==> config.mk <==
export PLATFORM = sky130hd
export DESIGN_NAME = i2c_msg_framer
export DESIGN_NICKNAME = d
export VERILOG_FILES = /design/src/rtl/i2cf_pkg.sv /design/src/rtl/i2cf_len_decode.sv /design/src/rtl/i2cf_tx_source.sv /design/src/rtl/i2cf_req_ctl.sv /design/src/rtl/i2c_msg_framer.sv
export SDC_FILE = /design/constraint.sdc
export NUM_CORES = 1
export LEC_CHECK = 0
export ABC_AREA = 1
export BUFFER_PORTS_ARGS = -buffer_cell sky130_fd_sc_hd__buf_2
export CORE_UTILIZATION = 55
export CTS_CLUSTER_DIAMETER = 120
export CTS_CLUSTER_SIZE = 14
export DETAILED_ROUTE_END_ITERATION = 7
export PLACE_DENSITY = 0.8
export SLEW_MARGIN = 10
export SYNTH_ARGS = -nofsm -noshare
export SYNTH_HDL_FRONTEND = slang
export SYNTH_SLANG_ARGS = --single-unit
==> constraint.sdc <==
create_clock -name clk -period 3.2 [get_ports clk]
set_input_delay 0.48 -clock clk [delete_from_list [all_inputs] [get_ports clk]]
set_output_delay 0.48 -clock clk [all_outputs]
set_load 0.02 [all_outputs]
==> src/rtl/i2cf_pkg.sv <==
package i2cf_pkg;
  typedef enum logic [2:0] {
    ST_IDLE  = 3'd0,
    ST_CMD   = 3'd1,
    ST_FIRST = 3'd2,
    ST_SEND  = 3'd3,
    ST_RECV  = 3'd4
  } fr_state_e;

  typedef enum logic [1:0] {
    LC_VAR   = 2'd0,
    LC_TWO   = 2'd1,
    LC_THREE = 2'd2,
    LC_BAD   = 2'd3
  } len_class_e;

  localparam logic [7:0] READ_CMD   = 8'h01;
  localparam logic [7:0] IDLE_BYTE  = 8'hFF;
  localparam int         FILLER_LEN = 3;

  function automatic logic [7:0] filler_byte(input logic [1:0] idx);
    case (idx)
      2'd1:    filler_byte = 8'h07;
      default: filler_byte = 8'h02;
    endcase
  endfunction
endpackage

==> src/rtl/i2cf_len_decode.sv <==
module i2cf_len_decode
  import i2cf_pkg::*;
(
  input  logic [7:0] hdr,
  input  logic [7:0] cnt,
  output logic [8:0] exp_len
);
  len_class_e cls;

  always_comb begin
    cls = len_class_e'(hdr[6:5]);
    if (!hdr[7] || cls == LC_VAR)
      exp_len = {1'b0, cnt} + 9'd2;
    else if (cls == LC_TWO)
      exp_len = 9'd2;
    else if (cls == LC_THREE)
      exp_len = 9'd3;
    else
      exp_len = '0;
  end
endmodule

==> src/rtl/i2cf_tx_source.sv <==
module i2cf_tx_source
  import i2cf_pkg::*;
(
  input  logic       use_filler,
  input  logic [1:0] idx,
  input  logic [7:0] ext_byte,
  output logic [7:0] byte_o
);
  always_comb byte_o = use_filler ? filler_byte(idx) : ext_byte;
endmodule

==> src/rtl/i2cf_req_ctl.sv <==
module i2cf_req_ctl (
  input  logic clk,
  input  logic rst_n,
  input  logic kick,
  input  logic release_i,
  input  logic lower_i,
  output logic req_n
);
  always_ff @(posedge clk) begin
    if (!rst_n)                req_n <= 1'b1;
    else if (release_i)        req_n <= 1'b1;
    else if (lower_i || kick)  req_n <= 1'b0;
  end


  req_low_cause_chk: assert property (@(posedge clk) disable iff (!rst_n)
    $fell(req_n) |-> $past(kick || lower_i));
endmodule

==> src/rtl/i2c_msg_framer.sv <==
module i2c_msg_framer
  import i2cf_pkg::*;
#(
  parameter int MSG_MAX = 32,
  parameter int PW      = $clog2(MSG_MAX + 1)
) (
  input  logic          clk,
  input  logic          rst_n,
  input  logic [7:0]    cfg_addr,
  input  logic          evt_valid,
  output logic          evt_ready,
  input  logic          evt_irq,
  input  logic          evt_end,
  input  logic          evt_rcvd,
  input  logic          evt_rnw,
  input  logic [7:0]    evt_byte,
  output logic          tx_valid,
  output logic [7:0]    tx_byte,
  input  logic          rx_slot_avail,
  output logic          rx_take,
  output logic          rx_wr_valid,
  output logic [PW-1:0] rx_wr_idx,
  output logic [7:0]    rx_wr_data,
  output logic          rx_done,
  output logic          rx_drop,
  output logic          xfer_done,
  input  logic          txq_nonempty,
  input  logic [PW-1:0] txq_len,
  output logic [PW-1:0] tx_rd_idx,
  input  logic [7:0]    tx_rd_data,
  output logic          tx_pop,
  input  logic          tx_kick,
  output logic          req_n,
  output logic          addr_mismatch,
  output logic          rx_overflow
);
  localparam logic [PW-1:0] MAX_POS = PW'(MSG_MAX);
  localparam logic [PW-1:0] FIL_LEN = PW'(FILLER_LEN);

  fr_state_e     state, st_n;
  logic [PW-1:0] pos, pos_n, len_q, len_n;
  logic [7:0]    b0, b0_n, b1, b1_n;
  logic          fil_q, fil_n;

  logic          acc, plain, rd_start, addr_start;
  logic [7:0]    snd, src_byte;
  logic [8:0]    exp_len;
  logic          take_c, drop_c, done_c, xfer_c, pop_c, mm_c, ovf_c, wr_c;
  logic [PW-1:0] wr_idx_c;
  logic          rel_c, low_c, src_fil;

  assign evt_ready = 1'b1;

  i2cf_len_decode u_len (
    .hdr     (b0),
    .cnt     (b1),
    .exp_len (exp_len)
  );

  assign tx_rd_idx = (state == ST_SEND) ? pos : '0;
  assign src_fil   = (state == ST_SEND) ? fil_q : !txq_nonempty;

  i2cf_tx_source u_src (
    .use_filler (src_fil),
    .idx        (tx_rd_idx[1:0]),
    .ext_byte   (tx_rd_data),
    .byte_o     (src_byte)
  );

  i2cf_req_ctl u_req (
    .clk       (clk),
    .rst_n     (rst_n),
    .kick      (tx_kick),
    .release_i (rel_c),
    .lower_i   (low_c),
    .req_n     (req_n)
  );

  always_comb begin
    st_n = state; pos_n = pos; len_n = len_q; b0_n = b0; b1_n = b1; fil_n = fil_q;
    snd = IDLE_BYTE;
    take_c = 1'b0; drop_c = 1'b0; done_c = 1'b0; xfer_c = 1'b0; pop_c = 1'b0;
    mm_c = 1'b0; ovf_c = 1'b0; wr_c = 1'b0; wr_idx_c = '0; rel_c = 1'b0; low_c = 1'b0;
    acc        = evt_valid && evt_irq;
    plain      = !evt_end && !evt_rcvd && !evt_rnw;
    rd_start   = evt_rnw && evt_rcvd && !evt_end;
    addr_start = evt_rcvd && !evt_rnw && !evt_end;
    if (acc) begin
      if (addr_start) begin
        st_n = ST_CMD;
        mm_c = (evt_byte != cfg_addr);
      end else begin
        case (state)
          ST_CMD: begin
            if (plain && rx_slot_avail) begin
              take_c = 1'b1; wr_c = 1'b1; wr_idx_c = '0;
              b0_n = evt_byte; pos_n = PW'(1); st_n = ST_FIRST;
            end else begin
              st_n = ST_IDLE;
            end
          end
          ST_FIRST: begin
            if (plain) begin
              wr_c = 1'b1; wr_idx_c = PW'(1);
              b1_n = evt_byte; pos_n = PW'(2); st_n = ST_RECV;
            end else if (rd_start && b0 == READ_CMD) begin
              drop_c = 1'b1;
              fil_n  = !txq_nonempty;
              len_n  = txq_nonempty ? txq_len : FIL_LEN;
              snd    = src_byte;
              pos_n  = PW'(1);
              rel_c  = 1'b1;
              st_n   = ST_SEND;
            end else begin
              st_n = ST_IDLE;
            end
          end
          ST_SEND: begin
            if (evt_end) begin
              if (pos == len_q) begin
                st_n  = ST_IDLE;
                pop_c = !fil_q;
              end else begin
                pos_n = '0;
                low_c = 1'b1;
              end
            end else if (!evt_rnw || evt_rcvd) begin
              st_n = ST_IDLE;
            end else if (pos < len_q) begin
              snd   = src_byte;
              pos_n = pos + PW'(1);
            end else begin
              st_n = ST_IDLE;
            end
          end
          ST_RECV: begin
            if (evt_end && !evt_rnw) begin
              if (int'(pos) != int'(exp_len)) begin
                drop_c = 1'b1;
              end else begin
                done_c = 1'b1;
                xfer_c = !b0[7];
              end
              st_n = ST_IDLE;
            end else if (evt_rnw || evt_rcvd) begin
              st_n = ST_IDLE;
            end else if (pos < MAX_POS) begin
              wr_c = 1'b1; wr_idx_c = pos;
              pos_n = pos + PW'(1);
            end else begin
              ovf_c = 1'b1;
            end
          end
          default: st_n = ST_IDLE;
        endcase
      end
    end
  end

  always_ff @(posedge clk) begin
    if (!rst_n) begin
      state <= ST_IDLE; pos <= '0; len_q <= '0; b0 <= '0; b1 <= '0; fil_q <= 1'b0;
      tx_valid <= 1'b0; tx_byte <= IDLE_BYTE;
      rx_take <= 1'b0; rx_wr_valid <= 1'b0; rx_wr_idx <= '0; rx_wr_data <= '0;
      rx_done <= 1'b0; rx_drop <= 1'b0; xfer_done <= 1'b0; tx_pop <= 1'b0;
      addr_mismatch <= 1'b0; rx_overflow <= 1'b0;
    end else begin
      state <= st_n; pos <= pos_n; len_q <= len_n; b0 <= b0_n; b1 <= b1_n; fil_q <= fil_n;
      tx_valid      <= acc && evt_rnw && !evt_end;
      tx_byte       <= snd;
      rx_take       <= take_c;
      rx_wr_valid   <= wr_c;
      rx_wr_idx     <= wr_idx_c;
      rx_wr_data    <= evt_byte;
      rx_done       <= done_c;
      rx_drop       <= drop_c;
      xfer_done     <= xfer_c;
      tx_pop        <= pop_c;
      addr_mismatch <= mm_c;
      rx_overflow   <= ovf_c;
    end
  end


  tx_only_on_read_chk: assert property (@(posedge clk) disable iff (!rst_n)
    tx_valid |-> $past(evt_valid && evt_irq && evt_rnw && !evt_end));

  spurious_quiet_chk: assert property (@(posedge clk) disable iff (!rst_n)
    (evt_valid && !evt_irq) |=> (!tx_valid && !rx_wr_valid && !rx_take && !rx_done && !rx_drop));

  close_exclusive_chk: assert property (@(posedge clk) disable iff (!rst_n)
    !(rx_done && rx_drop));

  xfer_needs_done_chk: assert property (@(posedge clk) disable iff (!rst_n)
    xfer_done |-> rx_done);

  wr_in_range_chk: assert property (@(posedge clk) disable iff (!rst_n)
    rx_wr_valid |-> (rx_wr_idx < MAX_POS));

  release_with_byte_chk: assert property (@(posedge clk) disable iff (!rst_n)
    $rose(req_n) |-> tx_valid);
endmodule

==> results.toml, run 1 <==
[layout]
nets = 581
insertedDiodeCount = 0
syn2layout_area_growth_pct = 20.3
fillers = 483
fin_area_um2 = 3820
drive_gt1_share_pct = 21.1

[pwr]
p_leak_nw = 1.76
vdd_drop_max_uv = 263
powerDensity_nw_per_um2 = 459

[logic_synthesis]
synth_top_area_share_pct = 39.7
synth_edf_count = 0
syn_avg_cell_area_um2 = 6.96
seq_area_frac_synth_pct = 39.7
ys.flop_type = "dfxtp_1"
synth_cell_types = 33
yosysWarnings = 0
synth-seq-cells = 63
syn_area_um2 = 3180
syn_nets = 506
synth_area_leader_cell = "dfxtp_1"
ys_top_cells_by_area = "dfxtp_1 (40%), nand2_1 (10%), nor2_1 (7.1%), inv_1 (6.4%), o21ai_0 (5.7%)"
syn_inst = 456
async_flop_share_pct = 0

[clock_tree]
cts.repair.resized = 0
cts_made_buffers = 9
clk_pin_slew_worst_paths_ns = 0.07
clk_path_buf_depth = 2
hold_buffers = 0
cts_tree = "built"
ctsRootBufferMaster = "clkbuf_8"
cts_setup_buffers = 0
clk_latency_ns = 0.35
cts_sinks = 63
cts_max_level = 3

[sta]
totalNegativeSetupSlack_ns = 0
fmax_ghz = 0.481
fin_crit_sh_pct = 65.0
setup_ws_ns = 1.12
hold_viol = 0
maxSlewViolCount = 0
final.min_clock_period_ns = 2.08
finClkSkew_ns = 0.00807
setup_viol = 0
rsz0062_at_grt = "no"

[placed_design]
placed_cell_area_um2 = 3580
port_buffers = 76
dpl.hpwl_um = 5920
place_congestion = 0.996
place_ws_ns = 1.25

[floorplanning]
io_pins = 79
rows = 27
dieArea_um2 = 6080
die_w_um = 78.0
initial_utilization_pct = 57.3
die_h_um = 78.0
design.core.area_um2 = 5540

[critical_path]
critical_path_class = "register to output port"
rr_startpoint = "state[1]$_SDFFE_PN0P_"
required_ns = 2.72
crit_path_end_kind = "output port"
worstPathArrival_ns = 1.60
startpoint_type = "register"
crit_start = "state[1]$_SDFFE_PN0P_"
critical_path.max_fanout = 16

[global_route]
grt_usage_pct = 26.9
grt_start_max_net_pins = 32
overflow = 0
grt_pass1_wl_um = 12700
antenna_found_initial = 0
grt_pass1_vias = 2870

[run_status]
status = "finished clean"

[drt]
viasPerCell = 5.32
drt_wl_total_um = 7950
drt.antenna.violating_nets = 0
firstDrtPassIters = 5
drtIter0Drc = 290
vias = 3237
drcViolationCount = 0
wl_per_cell_um = 13.1

[min_path]
hold_start = "txq_len[0]"
min_path_type = "input pin to register"

[run]
cap_violations = 0
metal layers:
metal  track usage (%)  vias up  share of wire (%)
met3              7.18       19                7.9
met1              35.2     1441                 46
met4              10.2        0                1.8
li1                  -     1624                  -
met5                 0        -                  0
met2              42.4      153                 45
logic make-up after synthesis:
logic type      count (synthesis)  share of synthesized area [%]
fa+ha+maj                      10                           3.94
buf+inv                        76                           9.89
flops                          63                           39.7
xor+xnor                       11                           3.03
compound gates                 76                           12.3
other cells                     2                          0.236
simple gates                  218                           30.9
area by class of cell:
type	instances	area [um^2]	area share (%)
multi-input cells	317	1600	41.9
well taps	72	90.1	2.36
flip-flops and latches	63	1260	33.0
clock inverters	2	60.1	1.57
repair buffers	77	388	10.2
clock buffers	14	183	4.78
inverters	63	236	6.19
cell usage in the layout (no fill, tap or decap), types with 4 or more instances in the layout:
master / synthesis / layout
nand2_1: 87 / 87
buf_2: 2 / 76
dfxtp_1: 63 / 63
nor2_1: 60 / 60
inv_1: 54 / 54
o21ai_0: 36 / 36
a21oi_1: 34 / 34
nand3_1: 32 / 32
clkbuf_8: 0 / 13
nand4_1: 11 / 11
nor3_1: 11 / 11
ha_1: 10 / 10
inv_2: 9 / 9
xnor2_1: 9 / 9
nand3b_1: 4 / 4
stage by stage:
step           hold WS (ns)  std cells  power, mW  utilization, %
6_report              0.365        608       1.75            68.9
5_1_grt               0.377        608       1.81            68.9
4_1_cts               0.363        608       1.76            68.9
3_5_place_dp          0.454        592      0.942            64.5
3_3_place_gp          0.447        592      0.941            64.5
2_1_floorplan         0.431        456      0.892               -
power by group:
part / switching, mW / internal, mW / leakage (nW)
Sequential: 0.00552 / 0.793 / 0.511
Combinational: 0.0817 / 0.0467 / 1.13
Clock: 0.300 / 0.524 / 0.123
Total: 0.387 / 1.36 / 1.76
worst max-delay path, stage by stage, from the launching register on:
cell     delay (ns)
dfxtp_1        0.35
inv_2          0.07
nor2_1         0.21
nand2_2        0.25
nor2_1         0.19
buf_2          0.19
Yosys cell counts (2+ instances only):
library cell and n:
nand2_1 87, dfxtp_1 63, nor2_1 60, inv_1 54, o21ai_0 36, a21oi_1 34
nand3_1 32, nand4_1 11, nor3_1 11, ha_1 10, inv_2 9, xnor2_1 9
clkbuf_1 6, nand3b_1 4, buf_4 3, nand2_2 3, buf_2 2, buf_6 2
conb_1 2, nor2_2 2, nor2_4 2, o21ai_1 2, xor2_1 2
sequential cells by signal (all words and copies together), names as in the netlist:
name,count
rx_done,1
addr_mismatch,1
rx_take,1
xfer_done,1
tx_byte,8
len_q,6
rx_overflow,1
rx_wr_idx,5
pos,6
b0,8
u_req.req_n,1
b1,8
tx_valid,1
tx_pop,1
rx_wr_valid,1
fil_q,1
state,3
rx_wr_data,8
rx_drop,1
worst paths after layout:
| check | end | slack [ns] | cells past startpoint |
|---|---|---|---|
| min | len_q[0]$_SDFFE_PN0P_ | 0.37 | 3 |
| max | tx_rd_idx[0] | 1.12 | 5 |
| min reg2reg | len_q[2]$_SDFFE_PN0P_ | 0.47 | 2 |
| max reg2reg | tx_byte[2]$_SDFF_PP1_ | 1.30 | 11 |
Note: power is estimated with default switching activity, not from simulation.
==> run 2: changes to the inputs <==
Settings changed: CORE_UTILIZATION 55 to 48, PLACE_DENSITY 0.8 to 0.74.
Clock period 3.2 ns to 1.9 ns, I/O delays scaled along.
==> results.toml, run 2 (synthesized netlist as in run 1, its figures left out) <==
[run_status]
status = "finished clean"

[placed_design]
place_congestion = 0.975
dpl.hpwl_um = 6440
place_ws_ns = 0.0996
port_buffers = 76

[clock_tree]
ctsRootBufferMaster = "clkbuf_8"
clk_path_buf_depth = 2
clk_pin_slew_worst_paths_ns = 0.07
cts_made_buffers = 9
cts_setup_buffers = 0
cts_max_level = 3
clk_latency_ns = 0.35
cts_sinks = 63
cts_tree = "built"

[global_route]
overflow = 0
grt_pass1_wl_um = 13700
grt_start_max_net_pins = 32
grt_usage_pct = 24.7
grt_pass1_vias = 2911
antenna_found_initial = 0

[critical_path]
critical_path.max_fanout = 13
worstPathArrival_ns = 1.49
crit_path_end_kind = "output port"
required_ns = 1.62
critical_path_class = "register to output port"
startpoint_type = "register"

[floorplanning]
dieArea_um2 = 6940
design.core.area_um2 = 6350
io_pins = 79
rows = 29
die_h_um = 83.3
initial_utilization_pct = 50.0
die_w_um = 83.3

[run]
cap_violations = 0

[drt]
drtIter0Drc = 192
drt.antenna.violating_nets = 0
vias = 3204
drt_wl_total_um = 8390
drcViolationCount = 0
viasPerCell = 5.13
firstDrtPassIters = 5
wl_per_cell_um = 13.4

[layout]
final_cell_mix = "nand2_1 (85), buf_2 (76), dfxtp_1 (63)"
syn2layout_area_growth_pct = 23.1
drive_gt1_share_pct = 23.5
layout_commonest_cell = "nand2_1"
insertedDiodeCount = 0
nets = 593

[sta]
fin_crit_sh_pct = 93.6
maxSlewViolCount = 0
setup_ws_ns = 0.121
hold_ws_ns = 0.177
finClkSkew_ns = 0.00925
fmax_ghz = 0.562
setup_viol = 0
hold_viol = 0
final.min_clock_period_ns = 1.78

[pwr]
p_leak_nw = 1.81
vdd_drop_max_uv = 424
powerDensity_nw_per_um2 = 736
power_mw = 2.88

[min_path]
min_path_type = "input pin to register"
run 2: what timing repair did:
| item | CTS | global route |
|---|---|---|
| endpoints found under the setup margin | 0 | 27 |
| hold buffers | 0 | 0 |
| resized for setup | 0 | 7 |
run 2: report_power, final:
group / switching (mW) / internal [mW] / total, mW
Sequential: 0.00693 / 1.34 / 1.34
Clock: 0.530 / 0.775 / 1.30
Combinational: 0.145 / 0.0859 / 0.231
Total: 0.682 / 2.20 / 2.88
run 2: worst max-delay path: stages (launching register included):
cell and delay (ns):
dfxtp_1 0.36, inv_2 0.08, nor2_4 0.11, nand2_2 0.09, buf_4 0.20, nor2_1 0.13, buf_2 0.18
run 2: final cells by class:
cell class | count | area [um^2]
Fill cell | 587 | 2440
Multi-Input combinational cell | 317 | 1620
Inverter | 63 | 236
Timing Repair Buffer | 89 | 478
Clock inverter | 5 | 81.3
Clock buffer | 11 | 141
Tap cell | 77 | 96.3
Sequential cell | 63 | 1260
run 2: per-layer routing:
metal	wire length, um	track usage (%)
met3	547	4.37
met4	136	10.3
met2	3710	38.7
met5	0	0
met1	3990	33.5
run 2: metrics by stage:
stage	cell area [um^2]	TNS, ns	util (%)	instances
after floorplan	3180	0	-	456
after global placement	3670	0	57.8	609
after detailed placement	3670	0	57.8	609
after CTS	3890	0	61.3	625
after global routing	3910	-0.00140	61.6	625
final	3910	0	61.6	625
run 2: final timing paths:
path	start	end	slack, ns	cells past startpoint
worst max-delay path	state[1]$_SDFFE_PN0P_	tx_rd_idx[0]	0.12	6
worst min-delay path	txq_len[0]	len_q[0]$_SDFFE_PN0P_	0.18	3
worst max register to register	len_q[5]$_SDFFE_PN0P_	pos[0]$_SDFFE_PN0P_	0.16	12
worst min register to register	b0[1]$_SDFFE_PN0P_	b0[1]$_SDFFE_PN0P_	0.46	2
==> run 3: changes to the inputs <==
Settings changed: SETUP_SLACK_MARGIN set to 0.2.
==> results.toml, run 3 (synthesized netlist as in run 1, its figures left out) <==
[clock_tree]
cts_sinks = 63
cts_made_buffers = 9
clk_latency_ns = 0.35
clk_path_buf_depth = 2
hold_buffers = 0
ctsRootBufferMaster = "clkbuf_8"
cts_tree = "built"
cts_max_level = 3
clk_pin_slew_worst_paths_ns = 0.07

[drt]
drt_wl_total_um = 8680
wl_per_cell_um = 13.8
drtIter0Drc = 223
viasPerCell = 5.22
vias = 3291
drt.antenna.violating_nets = 0
firstDrtPassIters = 4
drcViolationCount = 0

[placed_design]
place_congestion = 0.975
dpl.hpwl_um = 6440
port_buffers = 76
place_ws_ns = 0.0996
placed_cells = 609

[layout]
syn2layout_area_growth_pct = 30.9
layout_commonest_cell = "nand2_1"
insertedDiodeCount = 0
final_cell_mix = "nand2_1 (77), buf_2 (70), nor2_1 (54)"
drive_gt1_share_pct = 32.5
post-route-util_pct = 65.4
fin_cells = 630
nets = 598
fillers = 562

[sta]
fmax_ghz = 0.595
rsz0062_at_grt = "yes"
totalNegativeSetupSlack_ns = 0
maxSlewViolCount = 0
setup_ws_ns = 0.220
fin_crit_sh_pct = 88.4
hold_ws_ns = 0.171
setup_viol = 0
hold_viol = 0
final.min_clock_period_ns = 1.68
finClkSkew_ns = 0.00892

[global_route]
grt_start_max_net_pins = 32
grt_usage_pct = 24.7
overflow = 0
antenna_found_initial = 0
grt_pass1_vias = 2946
grt_pass1_wl_um = 13700

[critical_path]
required_ns = 2.13
r2r_end = "state[0]$_SDFFE_PN0P_"
crit_path_end_kind = "register"
worstPathArrival_ns = 1.91
rr_startpoint = "len_q[3]$_SDFFE_PN0P_"
ff2ff_path_depth = 11
critical_path.max_fanout = 5
critical_path_class = "register to register"
startpoint_type = "register"
reg2reg_slack_ns = 0.22

[pwr]
powerDensity_nw_per_um2 = 697
vdd_drop_max_uv = 422
p_leak_nw = 1.89

[floorplanning]
io_pins = 79
die_h_um = 83.3
die_w_um = 83.3
design.core.area_um2 = 6350
rows = 29
initial_utilization_pct = 50.0
dieArea_um2 = 6940

[min_path]
hold_path_depth = 3
hold_start = "txq_len[0]"
min_path_type = "input pin to register"
whs_endpoint = "len_q[0]$_SDFFE_PN0P_"

[run]
cap_violations = 0

[run_status]
status = "finished clean"
==> run 3: how the worst max path moves through the flow <==
stage | slack [ns] | cells past startpoint | endpoint | from
after global routing | 0.14 | 11 | state[0]$_SDFFE_PN0P_ | len_q[2]$_SDFFE_PN0P_
after floorplan | 0.31 | 10 | pos[0]$_SDFFE_PN0P_ | pos[0]$_SDFFE_PN0P_
after detailed placement | 0.1 | 9 | b1[1]$_SDFFE_PN0P_ | evt_end
after CTS | 0.19 | 11 | state[0]$_SDFFE_PN0P_ | len_q[5]$_SDFFE_PN0P_
final | 0.22 | 11 | state[0]$_SDFFE_PN0P_ | len_q[3]$_SDFFE_PN0P_
after global placement | 0.17 | 9 | b1[3]$_SDFFE_PN0P_ | evt_end
==> run 3: final cells by class <==
class | count | area [um^2] | share of cell area, %
Clock buffer | 11 | 141 | 3.40
Clock inverter | 5 | 81.3 | 1.96
Inverter | 63 | 246 | 5.93
Multi-Input combinational cell | 317 | 1780 | 42.8
Sequential cell | 63 | 1270 | 30.7
Tap cell | 77 | 96.3 | 2.32
Timing Repair Buffer | 94 | 536 | 12.9
==> run 3: worst max-delay path, stage by stage, from the launching register on <==
cell	delay [ns]
dfxtp_2	0.33
inv_2	0.04
ha_4	0.25
nand2_1	0.08
nor2_4	0.15
nand3_2	0.09
nand3_1	0.08
inv_1	0.08
nor2_2	0.16
nand2_4	0.10
o21ai_2	0.15
a21oi_2	0.04
==> run 3: metrics by stage <==
step           power [mW]  instance area [um^2]
6_report             2.89                  4160
5_1_grt              2.99                  4160
4_1_cts              2.89                  3930
3_5_place_dp         1.60                  3670
3_3_place_gp         1.60                  3670
2_1_floorplan        1.50                  3180
==> run 3: power by group <==
group	switching [mW]	internal, mW	leakage, nW
Clock	0.533	0.774	0.110
Combinational	0.153	0.0902	1.26
Sequential	0.00713	1.34	0.516
Total	0.693	2.20	1.89
==> run 3: what timing repair did <==
item	in CTS	in global routing
pin swaps	2	12
endpoints found under the setup margin	18	39
setup buffers	0	5
resized for setup	12	60
==> run 3: routing by layer <==
metal,up-vias,track usage [%],share of wire (%)
li1,1657,-,-
met3,15,4.08,6.0
met5,-,0,0
met1,1487,33.6,47
met2,132,38.9,46
met4,0,10.3,1.8
